$ cat config.mk
export PLATFORM = sky130hd
export DESIGN_NAME = wdog_supervisor
export DESIGN_NICKNAME = d
export VERILOG_FILES = /design/src/rtl/wdog_pkg.sv /design/src/rtl/wdog_counter.sv /design/src/rtl/wdog_pulse.sv /design/src/rtl/wdog_regs.sv /design/src/rtl/wdog_supervisor.sv
export SDC_FILE = /design/constraint.sdc
export NUM_CORES = 1
export LEC_CHECK = 0
export CORE_ASPECT_RATIO = 0.5
export CORE_MARGIN = 4
export CORE_UTILIZATION = 52
export CTS_BUF_LIST = sky130_fd_sc_hd__clkbuf_4 sky130_fd_sc_hd__clkbuf_8
export DETAILED_ROUTE_END_ITERATION = 7
export GPL_TIMING_DRIVEN = 0
export HOLD_SLACK_MARGIN = 0.05
export PLACE_DENSITY_LB_ADDON = 0.3
export SYNTH_ARGS = -nofsm -noshare
export SYNTH_HDL_FRONTEND = slang
export SYNTH_SLANG_ARGS = --single-unit
export TNS_END_PERCENT = 10
$ cat constraint.sdc
create_clock -name clk -period 2.95 [get_ports clk]
set_clock_uncertainty 0.15 [all_clocks]
set_input_delay 0.59 -clock clk [delete_from_list [all_inputs] [get_ports clk]]
set_output_delay 0.59 -clock clk [all_outputs]
set_load 0.005 [all_outputs]
$ cat src/rtl/wdog_pkg.sv
package wdog_pkg;
  localparam int MULT_W = 5;
  localparam int RES_W  = 2;
  localparam int UNIT_SHIFT_MAX = 2 * ((1 << RES_W) - 1);
  localparam int CNT_W  = MULT_W + UNIT_SHIFT_MAX;

  typedef struct packed {
    logic              steer;
    logic [MULT_W-1:0] mult;
    logic [RES_W-1:0]  res;
  } wd_cfg_t;

  // ticks per unit = 4**res
  function automatic logic [CNT_W-1:0] terminal(input logic [MULT_W-1:0] m,
                                                input logic [RES_W-1:0] r);
    return CNT_W'(m) << {r, 1'b0};
  endfunction
endpackage

$ cat src/rtl/wdog_counter.sv
module wdog_counter
  import wdog_pkg::*;
(
  input  logic              clk,
  input  logic              rst_n,
  input  logic              tick,
  input  logic              restart,
  input  logic [MULT_W-1:0] mult,
  input  logic [RES_W-1:0]  res,
  output logic              expire,
  output logic [CNT_W-1:0]  cnt
);
  logic             armed;
  logic [CNT_W-1:0] term;

  assign armed  = (mult != '0);
  assign term   = terminal(mult, res);
  assign expire = tick && armed && !restart && (cnt == term - 1'b1);

  always_ff @(posedge clk or negedge rst_n) begin
    if (!rst_n)                 cnt <= '0;
    else if (restart || !armed) cnt <= '0;
    else if (expire)            cnt <= '0;
    else if (tick)              cnt <= cnt + 1'b1;
  end
endmodule

$ cat src/rtl/wdog_pulse.sv
module wdog_pulse #(
  parameter int PULSE_TICKS = 2
) (
  input  logic clk,
  input  logic rst_n,
  input  logic tick,
  input  logic start,
  output logic active
);
  localparam int PW = (PULSE_TICKS > 1) ? $clog2(PULSE_TICKS) : 1;
  logic [PW-1:0] pcnt;

  always_ff @(posedge clk or negedge rst_n) begin
    if (!rst_n) begin
      active <= 1'b0;
      pcnt   <= '0;
    end else if (start) begin
      active <= 1'b1;
      pcnt   <= '0;
    end else if (active && tick) begin
      if (pcnt == PW'(PULSE_TICKS - 1)) active <= 1'b0;
      else                              pcnt   <= pcnt + 1'b1;
    end
  end
endmodule

$ cat src/rtl/wdog_regs.sv
module wdog_regs
  import wdog_pkg::*;
(
  input  logic       clk,
  input  logic       rst_n,
  input  logic       sel_wd,
  input  logic       sel_st,
  input  logic       rd_en,
  input  logic       wr_en,
  input  logic [7:0] wdata,
  input  logic       expire,
  output wd_cfg_t    cfg,
  output logic       flag,
  output logic       ft_on,
  output logic [7:0] rdata
);
  logic wd_wr, st_rd, st_wr, wd_acc, dog_irq, dog_rst;

  assign wd_wr   = sel_wd && wr_en;
  assign wd_acc  = sel_wd && (rd_en || wr_en);
  assign st_rd   = sel_st && rd_en;
  assign st_wr   = sel_st && wr_en;
  assign dog_irq = expire && !cfg.steer;
  assign dog_rst = expire &&  cfg.steer;

  always_ff @(posedge clk or negedge rst_n) begin
    if (!rst_n)       cfg <= '0;
    else if (dog_rst) cfg <= '0;
    else if (wd_wr)   cfg <= wd_cfg_t'(wdata);
  end

  always_ff @(posedge clk or negedge rst_n) begin
    if (!rst_n)                 flag <= 1'b0;
    else if (dog_irq)           flag <= 1'b1;
    else if (st_rd || wd_acc)   flag <= 1'b0;
  end

  always_ff @(posedge clk or negedge rst_n) begin
    if (!rst_n)       ft_on <= 1'b0;
    else if (dog_rst) ft_on <= 1'b0;
    else if (st_wr)   ft_on <= wdata[0];
  end

  always_comb begin
    if (sel_wd)      rdata = cfg;
    else if (sel_st) rdata = {flag, 6'b0, ft_on};
    else             rdata = '0;
  end
endmodule

$ cat src/rtl/wdog_supervisor.sv
module wdog_supervisor
  import wdog_pkg::*;
#(
  parameter int PULSE_TICKS = 2
) (
  input  logic       clk,
  input  logic       rst_n,
  input  logic       tick16,
  input  logic       sel_wd,
  input  logic       sel_st,
  input  logic       rd_en,
  input  logic       wr_en,
  input  logic [7:0] wdata,
  output logic [7:0] rdata,
  input  logic       ft_wave,
  output logic       irq_ft_n,
  output logic       rst_out_n
);
  wd_cfg_t          cfg;
  logic             flag, ft_on, expire, restart, pulse_on, pin_owned;
  logic [CNT_W-1:0] cnt;

  assign restart = sel_wd && (rd_en || wr_en);

  wdog_regs u_regs (
    .clk(clk), .rst_n(rst_n), .sel_wd(sel_wd), .sel_st(sel_st),
    .rd_en(rd_en), .wr_en(wr_en), .wdata(wdata), .expire(expire),
    .cfg(cfg), .flag(flag), .ft_on(ft_on), .rdata(rdata)
  );

  wdog_counter u_cnt (
    .clk(clk), .rst_n(rst_n), .tick(tick16), .restart(restart),
    .mult(cfg.mult), .res(cfg.res), .expire(expire), .cnt(cnt)
  );

  wdog_pulse #(.PULSE_TICKS(PULSE_TICKS)) u_pulse (
    .clk(clk), .rst_n(rst_n), .tick(tick16),
    .start(expire && cfg.steer), .active(pulse_on)
  );

  // watchdog owns the shared pin when armed toward it
  assign pin_owned = (cfg.mult != '0) && !cfg.steer;

  always_comb begin
    if (flag)                    irq_ft_n = 1'b0;
    else if (ft_on && !pin_owned) irq_ft_n = ft_wave;
    else                         irq_ft_n = 1'b1;
  end

  assign rst_out_n = !pulse_on;
endmodule

---- Yosys cells after proc, flatten, opt, wreduce, memory -nomap -nowiden ----
Cells that the tools add are included.
cells by class
  add/sub/neg operators ................... 3
  eq/ne operators ......................... 1
  shift operators ......................... 1
  muxes and demuxes ....................... 19
  reductions and logical operators ........ 28
operators by type and width
  operator                                            number
  two-way mux 11 bit                                  3
  two-way mux 8 bit                                   4
  logical AND 1 bit                                   12
  two-way mux 1 bit                                   12
  adder 11 x 1 -> 11 bit, second input constant       1
  == test 11 bit                                      1
  << shifter 5 x 3 -> 11 bit                          1
  subtractor 11 x 1 -> 11 bit, second input constant  1
  nonzero test 2 bit                                  5
  zero test 1 bit                                     5
  nonzero test 5 bit                                  1
  logical OR 1 bit                                    3
  nonzero test 3 bit                                  1
  AND reduction 2 bit                                 1
  adder 1 bit, second input constant                  1
word-level totals
  register bits after elaboration ......... 23
  input bits .............................. 16
  output and inout bits ................... 10
  logic and storage cells ................. 60

---- Depth between registers and ports, before layout ----
  word-level depth ........................ 8
  depth in mapped cells ................... 15
  mapped depth without buffers ............ 11

---- Hierarchy ----
Synthesis repeated with hierarchy kept, for this count alone.
unflattened totals
  cells, all modules ...................... 249
  area, all modules ....................... 2,093.3 um^2
by module, submodules not included
  module           times used  cells an instance  area each (um^2)  sequential area each (um^2)
  wdog_counter     1           179                1,390.1           275.3
  wdog_regs        1           57                 586.8             250.2
  wdog_pulse       1           6                  70.1              50.0
  wdog_supervisor  1           7                  46.3              0.0

---- Worst setup path before layout ----
No wires, ideal clock.
  kind .................................... register to register
  start ................................... reg, netlist name u_regs.cfg[0]
  end ..................................... reg u_pulse.pcnt
  setup time .............................. 0.118 ns
  arrival ................................. 2.700 ns
  required time ........................... 2.682 ns
  slack ................................... -0.018 ns
  cell stages (with the launch flop) ...... 16
  buffers on the path ..................... 4
  clock period less this slack ............ 2.968 ns
  cell sequence ........................... dfrtp_1 -> buf_2 -> buf_6 -> buf_2 -> nor3b_2 -> inv_1 -> ha_1 -> xnor2_1 -> nand2_1 -> a21oi_1 -> o221ai_1 -> nor4_1 -> nor4b_4 -> and4_1 -> buf_4 -> nor2_1
between the ends
  longest elaborated chain between the ends .. 6
  elaborated cells between the ends (all ways) .. 7
  classes of those cells .................. add/sub (1); eq/ne (1); shift (1); mux (1); reduce/logical (3)
ends and longest elaborated chain
  what                                                     RTL line               text
  << shifter 5 x 3 -> 11 bit *                             wdog_pkg.sv:16         return CNT_W'(m) << {r, 1'b0};
  subtractor 11 x 1 -> 11 bit *                            wdog_counter.sv:18     assign expire = tick && armed && !restart && (cnt == term - 1'b1);
  == test 11 bit *                                         wdog_counter.sv:18
  logical AND 1 bit *                                      wdog_counter.sv:18
  logical AND 1 bit *                                      wdog_supervisor.sv:38  .start(expire && cfg.steer), .active(pulse_on)
  two-way mux 1 bit or nonzero test 2 bit (tied branches)  -
  end signal: assignment                                   wdog_pulse.sv:22       else pcnt <= pcnt + 1'b1;
  end: declaration                                         wdog_pulse.sv:11       logic [PW-1:0] pcnt;
Mark *: on every way between the ends. The rest lies on a longest branch, timed or not.
A chain may end at the register's enable or synchronous reset.

---- Worst setup path after layout ----
  start ................................... reg, netlist name u_regs.cfg[1]
  end ..................................... reg, netlist name u_regs.cfg[1]
between the ends
  longest elaborated chain between the ends .. 6
  elaborated cells between the ends (all ways) .. 7
  classes of those cells .................. add/sub (1); eq/ne (1); shift (1); mux (1); reduce/logical (3)
ends and longest elaborated chain
  what                                                     RTL line            text
  << shifter 5 x 3 -> 11 bit *                             wdog_pkg.sv:16
  subtractor 11 x 1 -> 11 bit *                            wdog_counter.sv:18
  == test 11 bit *                                         wdog_counter.sv:18
  logical AND 1 bit *                                      wdog_counter.sv:18
  logical AND 1 bit *                                      wdog_regs.sv:24     assign dog_rst = expire && cfg.steer;
  two-way mux 8 bit or nonzero test 2 bit (tied branches)  -
Marked as above.

==> implementation parameters <==
Parameter                              Value

Outcome
  Status    finished, violations left
  Violated checks    setup timing

Setup path
  CP bufs+invs    3
  Data required time at the worst endpoint    2.96 ns
  Largest delay contributor family on the critical path    simple AND/OR/NAND/NOR gates
  Largest stage delay on the critical path    0.45 ns
  Most frequent cell on the critical path    sky130_fd_sc_hd__buf_4
  Kind of critical path    reg -> reg
  Crit path arrival time    3.10 ns
  Cell-by-cell listing of the critical path    buf_4, buf_4, or3_1, a32oi_2, and4bb_4, mux2i_1, o211ai_1, nor4b_4, and4_4, buf_6, a21oi_1
  Library cell contributing the largest single delay on the critical path    sky130_fd_sc_hd__nor4b_4
  Type of element launching the critical path    flip-flop
  Largest fanout of any net on the critical path    6
  Endpoint kind of the worst setup timing path    flip-flop

Synthesis
  Synthesized area per cell    8.05 µm²
  Synthesis warning total    0
  Post-synthesis instance area    0.00196 mm²
  Cells after Synth    243
  Xor/xnor share of the synthesized area    7.17%
  Post-synthesis share of cell area spent on and, or, nand and nor gates    34.1%
  Net Count, Synth    261
  Count of state elements after synthesis    23
  Number of enable-type register cells in the synthesized netlist    0
  Synth async-reset ratio    100%
  Synthesized-area fraction occupied by ao, oa, aoi and oai cells    18.9%
  Sequential area share after synthesis    29.4%
  Primary FF master, synth    sky130_fd_sc_hd__dfrtp_1
  Combinational family with the most area after synthesis    simple AND/OR/NAND/NOR gates
  Post-synthesis adder-cell area fraction    1.28%
  Multiplexer area fraction after synthesis    3.97%
  Cell variety after synth    50

Final layout
  Nets@finish    303
  Area of all placed cells without fillers    0.00255 mm²
  Share of final-layout standard cells stronger than drive strength 1    19.7%
  N_diodes    0
  Area Growth Syn to Fin    30.5%
  Filler Cell Count    294

Clocking
  Clk buf depth    2
  Number of H-tree levels    1
  Buffer type at the clock tree root    sky130_fd_sc_hd__clkbuf_8
  Clock Sink Count    23
  Source-to-sink clock delay at the later pin of the worst-skew pair    0.28 ns
  Clock transition at the registers of the reported paths    0.09 ns
  Number of buffers inserted during clock tree synthesis    3
  CTS tree    built

Placement
  Post-DP HPWL    3920 µm
  Placed Instance Area    0.00229 mm²
  Pre-CTS worst setup slack    -0.523 ns
  Number of port buffers    24
  Last weighted congestion value of the routability-driven placer    0.942

Timing
  Upper clock frequency limit    324 MHz
  Fraction of the cycle the final worst path needs    105%
  Final setup viols    19
  Headroom to the max-slew limit    30.6%
  Worst setup slack after layout    -0.139 ns
  Hold slack final    0.360 ns
  Pins over their slew limit    0
  Final critical path time including I/O delays and setup    3.09 ns
  Aggregate negative setup slack    -1.78 ns
  Final hold violation count    0
  RSZ-0062 raised after global routing    yes
  Transition time at the pin with the least slew margin    1.04 ns

Power
  Switching share of power    37.3%
  Static Leak    1.09 nW
  Net switching power    0.405 mW
  Part of the power in combinational logic    46.5%
  Power consumption    1.09 mW
  Maximum vdd drop    0.263 mV
  Reg power frac    34.0%
  Share of power burned in the clock network    19.4%
  Internal power of the cells    0.681 mW
  Power density over the cells    425 mW/mm²

Global routing
  Initial antenna violation count    0
  Total gr overflow    0
  Vias in the first global route    1935
  Global-route usage over all layers    25.7%
  Wire length of the first global-routing pass    9660 µm
  Pin count of the biggest net entering global routing    24

Min path
  Class of the tightest hold or removal check    reg -> reg

Route
  Overall via count from detail_route    1969
  Drt wl/cell    17.3 µm
  Antenna viol nets, final    0
  WL final    5800 µm
  Length of the first detailed-routing pass in iterations    4
  Detailed-route vias per instance    5.88
  Number of violations reported at the end of detailed-routing iteration 0    109
  DRC violations left    0

Floorplan
  Starting density of the core    55.4%
  Die outline width    94.7 µm
  Area of the core region    0.00353 mm²
  Die boundary height    51.4 µm
  Die area    0.00487 mm²
  Number of cell rows    15
  Number of top-level design ports    26

Job
  Count of maximum capacitance violations    0
[per-stage QoR]
stage | util, % | std cells
CTS | 70.8 | 332
global route | 72.3 | 335
finish | 72.3 | 335
detailed placement | 64.8 | 318
floorplan | - | 243
global placement | 64.8 | 318
[timing repair]
item / in CTS / in global routing
pin swaps: 5 / 8
endpoints found under the setup margin: 24 / 26
buffers inserted: 10 / 4
gates cloned: 1 / 0
hold buffers: 0 / 0
resized for setup: 23 / 10
[kinds of logic after synthesis]
family,count (synthesis)
and+or+nand+nor,115
AOI/OAI and AO/OA,58
DFF,23
buffers and inverters,22
xor gates and xnor gates,16
muxes,7
adders and majority gates,2
[cell usage in the layout, fill, tap and decap left out, types with 2 or more instances in the layout]
cell,count
sky130_fd_sc_hd__nand2_1,24
sky130_fd_sc_hd__clkdlybuf4s50_1,24
sky130_fd_sc_hd__dfrtp_1,23
sky130_fd_sc_hd__nand3_1,19
sky130_fd_sc_hd__a21oi_1,16
sky130_fd_sc_hd__nor2_1,15
sky130_fd_sc_hd__buf_4,15
sky130_fd_sc_hd__o21ai_0,14
sky130_fd_sc_hd__xor2_1,9
sky130_fd_sc_hd__a21o_1,8
sky130_fd_sc_hd__clkbuf_1,7
sky130_fd_sc_hd__and2_1,7
sky130_fd_sc_hd__nand3b_1,7
sky130_fd_sc_hd__nor2b_1,5
sky130_fd_sc_hd__nand2b_1,5
sky130_fd_sc_hd__xnor2_1,5
sky130_fd_sc_hd__nand4b_1,5
sky130_fd_sc_hd__buf_6,4
sky130_fd_sc_hd__nor3b_1,4
sky130_fd_sc_hd__and3_1,4
sky130_fd_sc_hd__mux2i_1,4
sky130_fd_sc_hd__a21oi_2,4
sky130_fd_sc_hd__nand4_1,3
sky130_fd_sc_hd__clkbuf_8,3
sky130_fd_sc_hd__clkbuf_2,2
sky130_fd_sc_hd__inv_2,2
sky130_fd_sc_hd__buf_2,2
sky130_fd_sc_hd__a22o_1,2
sky130_fd_sc_hd__or2_2,2
sky130_fd_sc_hd__or4b_2,2
sky130_fd_sc_hd__nor4_1,2
sky130_fd_sc_hd__a211oi_1,2
sky130_fd_sc_hd__mux2_2,2
sky130_fd_sc_hd__o21ai_1,2
sky130_fd_sc_hd__o211ai_1,2
[per-layer routing]
| metal | vias to the layer above | routed length (µm) | global-route usage (%) |
|---|---|---|---|
| met5 | - | 0 | 0 |
| met4 | 0 | 25 | 2.63 |
| met3 | 5 | 462 | 3.53 |
| met2 | 72 | 2700 | 43.2 |
| met1 | 942 | 2600 | 36.5 |
| li1 | 950 | - | - |
[flip-flops by register name, indices dropped and copies added, names as in the netlist]
| name | cells |
|---|---|
| u_regs.ft_on | 1 |
| u_pulse.pcnt | 1 |
| u_pulse.active | 1 |
| u_regs.cfg | 8 |
| u_regs.flag | 1 |
| u_cnt.cnt | 11 |
[cell type report]
cell class              instances  area [µm²]  area share [%]
multi-input cells             198        1360            53.4
flip-flops and latches         23         576            22.5
repair buffers                 39         357            14.0
plain buffers                  17         133            5.20
well taps                      51        63.8            2.50
clock buffers                   3        41.3            1.62
inverters                       3        11.3           0.441
clock inverters                 1        7.51           0.294
[worst reg2reg max path: cells and delay by family, from the launching register on]
family          cells  cell delay, ns
flops               1            0.40
buf+inv             3            0.41
simple gates        4            1.44
compound gates      3            0.41
mux                 1            0.19
[power groups by stage]
stage,Combinational [mW],Sequential (mW),Clock [mW]
after floorplan,0.308,0.367,0
after global placement,0.411,0.372,0
after detailed placement,0.421,0.374,0
after CTS,0.475,0.366,0.212
after global routing,0.546,0.375,0.232
final,0.505,0.370,0.211
[Yosys cell counts (2+ instances only)]
master | number | area [µm²]
sky130_fd_sc_hd__and2_1 | 7 | 43.8
sky130_fd_sc_hd__ha_1 | 2 | 25.0
sky130_fd_sc_hd__a211oi_1 | 3 | 22.5
sky130_fd_sc_hd__o21ai_1 | 2 | 10.0
sky130_fd_sc_hd__o211ai_1 | 2 | 15.0
sky130_fd_sc_hd__nor3b_1 | 4 | 30.0
sky130_fd_sc_hd__xnor2_1 | 6 | 52.6
sky130_fd_sc_hd__nand2_1 | 25 | 93.8
sky130_fd_sc_hd__nand4b_1 | 5 | 43.8
sky130_fd_sc_hd__a21oi_1 | 19 | 95.1
sky130_fd_sc_hd__nor2b_1 | 5 | 31.3
sky130_fd_sc_hd__nand3_1 | 19 | 95.1
sky130_fd_sc_hd__nand4_1 | 3 | 18.8
sky130_fd_sc_hd__dfrtp_1 | 23 | 576
sky130_fd_sc_hd__nor2_1 | 16 | 60.1
sky130_fd_sc_hd__a21o_1 | 8 | 60.1
sky130_fd_sc_hd__xor2_1 | 10 | 87.6
sky130_fd_sc_hd__a22o_1 | 2 | 17.5
sky130_fd_sc_hd__nand2b_1 | 5 | 31.3
sky130_fd_sc_hd__nand3b_1 | 7 | 52.6
sky130_fd_sc_hd__or4b_2 | 2 | 20.0
sky130_fd_sc_hd__or2_2 | 2 | 12.5
sky130_fd_sc_hd__buf_2 | 6 | 30.0
sky130_fd_sc_hd__and3_1 | 4 | 25.0
sky130_fd_sc_hd__mux2i_1 | 4 | 40.0
sky130_fd_sc_hd__o21ai_0 | 14 | 70.1
sky130_fd_sc_hd__clkbuf_1 | 11 | 41.3
sky130_fd_sc_hd__mux2_2 | 2 | 22.5
sky130_fd_sc_hd__inv_1 | 2 | 7.51
sky130_fd_sc_hd__nor4_1 | 3 | 18.8
[worst paths after layout]
kind                                 from             end  slack [ns]  cells past startpoint
setup / recovery            u_regs.cfg[1]   u_regs.cfg[1]       -0.14                     11
max in group asynchronous           rst_n   u_regs.cfg[1]        1.30                      1
min in group asynchronous           rst_n   u_regs.cfg[7]        0.71                      1
hold / removal             u_pulse.active  u_pulse.active        0.36                      1
setup reg to reg            u_regs.cfg[1]   u_regs.cfg[1]       -0.14                     11
hold reg to reg            u_pulse.active  u_pulse.active        0.36                      1
No activity file was read; power rests on OpenSTA's default activity.
